<file path="config.mk">
export PLATFORM = sky130hd
export DESIGN_NAME = systim_top
export DESIGN_NICKNAME = d
export VERILOG_FILES = /design/src/rtl/systim_pkg.sv /design/src/rtl/systim_tick.sv /design/src/rtl/systim_accum.sv /design/src/rtl/systim_readport.sv /design/src/rtl/systim_top.sv
export SDC_FILE = /design/constraint.sdc
export NUM_CORES = 1
export LEC_CHECK = 0
export ABC_AREA = 1
export BUFFER_PORTS_ARGS = -buffer_cell sky130_fd_sc_hd__buf_2
export CORE_ASPECT_RATIO = 0.8
export CORE_UTILIZATION = 50
export DETAILED_ROUTE_END_ITERATION = 12
export PLACE_DENSITY = 0.67
export SYNTH_ARGS = -nofsm -noshare
export SYNTH_HDL_FRONTEND = slang
export SYNTH_SLANG_ARGS = --single-unit
</file>
<file path="constraint.sdc">
create_clock -name clk -period 4 [get_ports clk]
set_input_delay 0.8 -clock clk [delete_from_list [all_inputs] [get_ports clk]]
set_output_delay 0.8 -clock clk [all_outputs]
set_load 0.005 [all_outputs]
</file>
<file path="src/rtl/systim_pkg.sv">
package systim_pkg;
  typedef enum logic [1:0] {
    A_TIME_LO = 2'd0,
    A_TIME_HI = 2'd1,
    A_INCR    = 2'd2,
    A_SPARE   = 2'd3
  } reg_addr_e;

  // Step in units of 2^-19 ns: 16 ns nominal.
  function automatic logic [23:0] nominal_step(input int frac_bits);
    return 24'(32'd16 << frac_bits);
  endfunction

  // Add a zero-extended step to the 64-bit count (wraps modulo 2^64).
  function automatic logic [63:0] time_plus(input logic [63:0] t, input logic [23:0] s);
    return t + {40'd0, s};
  endfunction
endpackage

</file>
<file path="src/rtl/systim_tick.sv">
module systim_tick #(
  parameter int PER_W = 8
) (
  input  logic             clk,
  input  logic             rst_n,
  input  logic [PER_W-1:0] period,
  input  logic             restart,
  output logic             tick
);
  logic [PER_W-1:0] phase;

  assign tick = (period != '0) && (phase == period - 1'b1);

  always_ff @(posedge clk) begin
    if (!rst_n)               phase <= '0;
    else if (restart || tick) phase <= '0;
    else if (period != '0)    phase <= phase + 1'b1;
  end
endmodule

</file>
<file path="src/rtl/systim_accum.sv">
module systim_accum
  import systim_pkg::*;
#(
  parameter int TIME_W = 64,
  parameter int STEP_W = 24
) (
  input  logic              clk,
  input  logic              rst_n,
  input  logic              tload,
  input  logic [TIME_W-1:0] load_val,
  input  logic              tick,
  input  logic [STEP_W-1:0] step,
  output logic [TIME_W-1:0] sys_time
);
  always_ff @(posedge clk) begin
    if (!rst_n)      sys_time <= '0;
    else if (tload)  sys_time <= load_val;
    else if (tick)   sys_time <= time_plus(sys_time, step);
  end
endmodule

</file>
<file path="src/rtl/systim_readport.sv">
module systim_readport #(
  parameter int WORD_W = 32
) (
  input  logic                clk,
  input  logic                rst_n,
  input  logic                rd_lo,
  input  logic                rd_hi,
  input  logic                rd_inc,
  input  logic                rd_spare,
  input  logic [2*WORD_W-1:0] sys_time,
  input  logic [WORD_W-1:0]   inc_word,
  output logic [WORD_W-1:0]   rdata,
  output logic                hold_valid,
  output logic [WORD_W-1:0]   held
);
  logic [WORD_W-1:0] live_hi;
  assign live_hi = sys_time[2*WORD_W-1:WORD_W];

  always_ff @(posedge clk) begin
    if (!rst_n) begin
      rdata      <= '0;
      hold_valid <= 1'b0;
      held       <= '0;
    end else begin
      if (rd_lo) begin
        rdata      <= sys_time[WORD_W-1:0];
        held       <= live_hi;
        hold_valid <= 1'b1;
      end else if (rd_hi) begin
        rdata      <= hold_valid ? held : live_hi;
        hold_valid <= 1'b0;
      end else if (rd_inc) begin
        rdata      <= inc_word;
      end else if (rd_spare) begin
        rdata      <= '0;
      end
    end
  end
endmodule

</file>
<file path="src/rtl/systim_top.sv">
module systim_top
  import systim_pkg::*;
#(
  parameter int WORD_W    = 32,
  parameter int PER_W     = 8,
  parameter int STEP_W    = 24,
  parameter int FRAC_BITS = 19
) (
  input  logic              clk,
  input  logic              rst_n,
  input  logic              wr_en,
  input  logic              rd_en,
  input  logic [1:0]        addr,
  input  logic [WORD_W-1:0] wdata,
  output logic [WORD_W-1:0] rdata
);
  localparam int TIME_W = 2 * WORD_W;
  localparam logic [WORD_W-1:0] INC_RESET =
    {PER_W'(1), nominal_step(FRAC_BITS)};

  reg_addr_e         a;
  logic              wr_lo, wr_hi, wr_inc;
  logic              rd_lo, rd_hi, rd_inc, rd_spare;
  logic [WORD_W-1:0] inc_q, lo_stage, held;
  logic [PER_W-1:0]  period;
  logic [STEP_W-1:0] step;
  logic              tick, tload, hold_valid;
  logic [TIME_W-1:0] load_val, sys_time;

  assign a        = reg_addr_e'(addr);
  assign wr_lo    = wr_en && (a == A_TIME_LO);
  assign wr_hi    = wr_en && (a == A_TIME_HI);
  assign wr_inc   = wr_en && (a == A_INCR);
  assign rd_lo    = rd_en && (a == A_TIME_LO);
  assign rd_hi    = rd_en && (a == A_TIME_HI);
  assign rd_inc   = rd_en && (a == A_INCR);
  assign rd_spare = rd_en && (a == A_SPARE);

  assign period   = inc_q[WORD_W-1:STEP_W];
  assign step     = inc_q[STEP_W-1:0];
  assign tload    = wr_hi;
  assign load_val = {wdata, lo_stage};

  always_ff @(posedge clk) begin
    if (!rst_n) begin
      inc_q    <= INC_RESET;
      lo_stage <= '0;
    end else begin
      if (wr_inc) inc_q    <= wdata;
      if (wr_lo)  lo_stage <= wdata;
    end
  end

  systim_tick #(.PER_W(PER_W)) u_tick (
    .clk(clk), .rst_n(rst_n), .period(period),
    .restart(wr_inc || wr_hi), .tick(tick)
  );

  systim_accum #(.TIME_W(TIME_W), .STEP_W(STEP_W)) u_accum (
    .clk(clk), .rst_n(rst_n), .tload(tload), .load_val(load_val),
    .tick(tick), .step(step), .sys_time(sys_time)
  );

  systim_readport #(.WORD_W(WORD_W)) u_rd (
    .clk(clk), .rst_n(rst_n), .rd_lo(rd_lo), .rd_hi(rd_hi),
    .rd_inc(rd_inc), .rd_spare(rd_spare), .sys_time(sys_time),
    .inc_word(inc_q), .rdata(rdata), .hold_valid(hold_valid), .held(held)
  );
endmodule

</file>
## Word-level counts from Yosys, hierarchy flattened

Index checks and enable logic that the tools add are counted.

| storage, ports and cells | value |
|---|---|
| bits in registers | 201 |
| input port bits | 38 |
| output and inout port bits | 32 |
| word-level logic and storage cells | 40 |

| operators by class | value |
|---|---|
| $add $sub $neg | 3 |
| eq/ne operators | 4 |
| muxes and demuxes | 9 |
| bitwise logic cells | 1 |
| reductions and logical operators | 16 |

Operator list:

| cell | number |
|---|---|
| two-way mux 32 bit | 5 |
| two-way mux 64 bit | 2 |
| adder 64 x 24 -> 64 bit | 1 |
| adder 8 x 1 -> 8 bit (second input constant) | 1 |
| == test 8 bit | 1 |
| logical AND 1 bit | 8 |
| nonzero test 8 bit | 1 |
| subtractor 8 x 1 -> 8 bit (second input constant) | 1 |
| == test 2 bit (second input constant) | 2 |
| nonzero test 2 bit | 2 |
| nonzero test 4 bit | 1 |
| == test 2 x 1 -> 1 bit (second input constant) | 1 |
| logical NOT 2 bit | 1 |
| logical OR 1 bit | 2 |
| two-way mux 1 bit | 2 |
| OR reduction 2 bit | 1 |
| NOT 1 bit | 1 |

## Logic depth before layout (Yosys ltp)

| depth | value |
|---|---|
| depth after elaboration | 6 |
| depth in mapped cells | 17 |
| mapped depth without buffers | 17 |

## Modules after synthesis

From an unflattened synthesis, not the netlist that was laid out.

| unflattened totals | value |
|---|---|
| cells, all modules | 2,166 |
| area, all modules | 13,081.3 um2 |

Modules (own cells, without submodules):

| module | times used | cells an instance | area each (um2) |
|---|---|---|---|
| systim_accum | 1 | 1,080 | 6,100.9 |
| systim_readport | 1 | 534 | 3,470.8 |
| systim_top | 1 | 421 | 2,753.9 |
| systim_tick | 1 | 131 | 755.7 |

## Least setup slack after synthesis

OpenSTA, ideal clock, no wires.

| timing path | value |
|---|---|
| path type | flip-flop to flip-flop |
| from | register inc_q[0] |
| to | register u_accum.sys_time[32] |
| setup time | 0.128 ns |
| data arrival time | 1.926 ns |
| data required time | 3.872 ns |
| setup slack | 1.946 ns |
| cell stages (with the launch flop) | 15 |
| path buffers | 0 |
| period minus slack after synthesis | 2.054 ns |
| cells stage by stage | dfxtp_1 -> ha_1 -> fa_1 -> nand3_1 -> nand3_1 -> nand2_1 -> nand2_1 -> nand2_1 -> nand3_1 -> nand2_1 -> nand2_1 -> nand2_1 -> nor2_1 -> nor2_1 -> nor2_1 |

| on the way | value |
|---|---|
| cells in the longest elaborated chain, start to end | 3 |

RTL lines:

| item | line | source |
|---|---|---|
| from (decl) | systim_top.sv:24 | `logic [WORD_W-1:0] inc_q, lo_stage, held;` |
| from (signal assigned) | systim_top.sv:49 | `if (wr_inc) inc_q <= wdata;` |
| adder 64 x 24 -> 64 bit | systim_pkg.sv:16 | `return t + {40'd0, s};` |
| two-way mux 64 bit | systim_accum.sv:18 | `else if (tick) sys_time <= time_plus(sys_time, step);` |
| two-way mux 64 bit | systim_accum.sv:17 | `else if (tload) sys_time <= load_val;` |
| to (signal assigned) | systim_accum.sv:17 |  |
| to (signal assigned) | systim_accum.sv:18 |  |
| to (decl) | systim_accum.sv:13 | `output logic [TIME_W-1:0] sys_time` |

No other way between the ends. The select of a mux whose other input is x is not followed.
A chain may end at the register's enable or synchronous reset.

## Worst setup path after layout

| timing path | value |
|---|---|
| from | register u_accum.sys_time[0] |
| to | register u_accum.sys_time[30] |

| on the way | value |
|---|---|
| cells in the longest elaborated chain, start to end | 3 |

RTL lines:

| item | line |
|---|---|
| adder 64 x 24 -> 64 bit | systim_pkg.sv:16 |
| two-way mux 64 bit | systim_accum.sv:18 |
| two-way mux 64 bit | systim_accum.sv:17 |

No other way between the ends. The select of a mux whose other input is x is not followed.

==> metrics.md <==
| Metric | Value |
|---|---|
| Final Max Tran Viols | 0 |
| HP Class | flop to flop |
| Drt drc | 0 |
| VDD IR max | 0.273 mV |
| Root buffer cell | clkbuf_16 |
| Startpoint Class | flop |
| GRT Util Overall | 37.5% |
| Skew final | 11.4 ps |
| Worst-margin pin slew | 1140 ps |
| Vias in the first global route | 11800 |
| Drt total wl | 47.3 mm |
| Clock latency on the worst-skew pair | 520 ps |
| Chip width | 178 um |
| Area Growth Syn to Fin | 11.0% |
| Most frequent cells in the layout | nand2_1, inv_1, dfxtp_1 |
| Row count | 51 |
| Drt initial violations | 1400 |
| Clock transition at path regs | 60 ps |
| First-pass GRT wire length | 71.3 mm |
| Synth Area per Inst | 5.97 um2 |
| Part of the cycle the worst path needs | 70.1% |
| Synth Cell Area | 12400 um2 |
| Remaining antenna violation count | 0 |
| RSZ-0062 raised after global routing | false |
| Clock sink count | 201 |
| Ant. Diodes | 0 |
| Core area | 24300 um2 |
| Rel. slew slack | 23.3% |
| Fill cells | 2539 |
| Setup slack after layout | 1190 ps |
| Resize count post-CTS | 0 |
| DRT Pass-1 Iters | 5 |
| Synthesized netlist cell count | 2075 |
| Initial antenna violation count | 0 |
| # hold bufs at CTS | 0 |
| Starting Density | 50.9% |
| Pre-CTS setup slack | 1170 ps |
| Leakage | 6.46 nW |
| Max Buffers Root-to-Sink | 3 |
| Tmin final | 2810 ps |
| CP endpoint kind | flop |
| Routed vias/inst | 5.50 |
| Worst Path Required | 4440 ps |
| GRT Residual Overflow | 0 |
| H-tree depth | 1 |
| Share of cells above drive strength 1 | 7.41% |
| Setup Total Neg Slack | 0 ps |
| CP arrival | 3240 ps |
| Sequential element share of the synthesized area | 32.5% |
| Synth warn | 0 |
| Largest net degree at the start of global routing | 93 |
| Nets | 2171 |
| Critical path class | flop to flop |
| Fmax | 0.356 GHz |
| Commonest non-fill, non-tap cell in the layout | nand2_1 |
| Placer Congestion | 0.985 |
| Seq cells post-synth | 201 |
| Endpoints failing hold | 0 |
| Status | finished, final reports clean |
| Full die area | 25400 um2 |
| Power Density | 372 nW/um2 |
| CP Max Fanout | 5 |
| Wirelength per Cell | 19.4 um |
| Max cap viols | 0 |
| Hpwl dp | 35.2 mm |
| Number of CTS-inserted buffers | 23 |
| Post-CTS Setup Bufs | 0 |
| Die Height | 143 um |
| Via count | 13400 |
| I/O pins | 70 |
| Mapped Nets | 2141 |
| CTS tree | built |
| Port Buffer Count | 69 |
| Netlist cell types | 37 |
| Setup Viol. Count Final | 0 |
-- per-layer routing --
layer  global-route usage [%]  up-vias  share of wire, %
met5                        0        -                 0
met1                     56.7     6175                46
met4                     6.57        0               1.6
met3                     8.76       47                12
met2                     53.6      591                40
li1                         -     6598                 -
-- critical path, cell delays in order, from the launching register on --
cell and delay [ps]:
dfxtp_1 330, ha_1 250, fa_1 490, nand3_1 120
nand3_1 220, nand2_1 120, nand2_1 130, nand2_1 90
nand2_1 110, nand2_1 170, nand2_1 230, nand2_1 110
nand2_1 60, nor2_1 100, nor2_1 70, nor2_1 110
-- layout make-up --
| cell class | instances | area (um2) | share of cell area, % |
|---|---|---|---|
| Tap cell | 318 | 398 | 2.89 |
| Sequential cell | 201 | 4030 | 29.3 |
| Timing Repair Buffer | 85 | 493 | 3.59 |
| Clock buffer | 32 | 679 | 4.94 |
| Multi-Input combinational cell | 1486 | 6900 | 50.2 |
| Inverter | 308 | 1160 | 8.41 |
| Clock inverter | 8 | 97.6 | 0.710 |
-- registers in the layout, summed over array words and instances, names as in the netlist --
register and flops:
inc_q 32, u_tick.phase 8, u_accum.sys_time 64, lo_stage 32, u_rd.held 32, u_rd.hold_valid 1, u_rd.rdata 32
-- Yosys cell counts --
cell / number / area [um2]
buf_2: 11 / 55.1
nor4_1: 2 / 12.5
a21oi_1: 127 / 636
inv_2: 6 / 22.5
o2111ai_1: 32 / 280
fa_1: 1 / 20.0
buf_1: 8 / 30.0
o21ai_2: 1 / 8.76
buf_6: 1 / 11.3
xor2_1: 8 / 70.1
nor2_1: 198 / 743
inv_1: 299 / 1120
nand2_1: 692 / 2600
and2_1: 2 / 12.5
or2_1: 1 / 6.26
nand3b_1: 2 / 15.0
o211ai_1: 1 / 7.51
xor2_2: 1 / 16.3
ha_1: 27 / 338
clkinv_1: 3 / 11.3
nor3_1: 29 / 145
nand4_4: 1 / 21.3
o21bai_1: 2 / 15.0
dfxtp_1: 201 / 4020
or2_2: 8 / 50.1
nor2_4: 1 / 11.3
buf_4: 1 / 7.51
xnor2_1: 17 / 149
a21boi_0: 2 / 15.0
o21ai_1: 5 / 25.0
o21ai_0: 149 / 746
nor3_2: 1 / 10.0
nor2_2: 6 / 37.5
nand2_2: 5 / 31.3
nand3_1: 140 / 701
clkbuf_1: 59 / 221
nand4_1: 25 / 156
-- metrics by stage --
| stage | hold slack (ps) | cells | instance area, um2 | total power [W] | utilization, % |
|---|---|---|---|---|---|
| finish | 464 | 2438 | 13700 | 0.00512 | 56.5 |
| global placement | 446 | 2398 | 13000 | 0.00293 | 53.3 |
| detailed placement | 449 | 2398 | 13000 | 0.00294 | 53.3 |
| CTS | 461 | 2438 | 13700 | 0.00512 | 56.5 |
| floorplan | 425 | 2075 | 12400 | 0.00268 | - |
| global route | 492 | 2438 | 13700 | 0.00529 | 56.5 |
-- cell families (layout without fill, tap and decap cells) --
family | count (synthesis) | in the layout | share of synthesized area (%)
XOR/XNOR | 26 | 26 | 1.90
buffers and inverters | 388 | 433 | 12.0
AND/OR/NAND/NOR | 1113 | 1113 | 36.8
flip-flops | 201 | 201 | 32.5
adder cells (fa/ha/maj) | 28 | 28 | 2.89
AO/OA/AOI/OAI | 319 | 319 | 14.0
-- power breakdown --
group | internal [W] | switching [W] | total (W)
logic | 0.000206 | 0.000529 | 0.000735
clock network | 0.00131 | 0.000890 | 0.00220
registers | 0.00210 | 0.0000868 | 0.00218
total | 0.00361 | 0.00151 | 0.00512
-- path summary, 6_finish.rpt --
check / from / endpoint / slack [ps] / cells after the start
max reg2reg: u_accum.sys_time[0] / u_accum.sys_time[30] / 1190 / 15
max: u_accum.sys_time[0] / u_accum.sys_time[30] / 1190 / 15
min reg2reg: lo_stage[12] / lo_stage[12] / 460 / 2
min: lo_stage[12] / lo_stage[12] / 460 / 2
(Power assumes the default switching activity.)
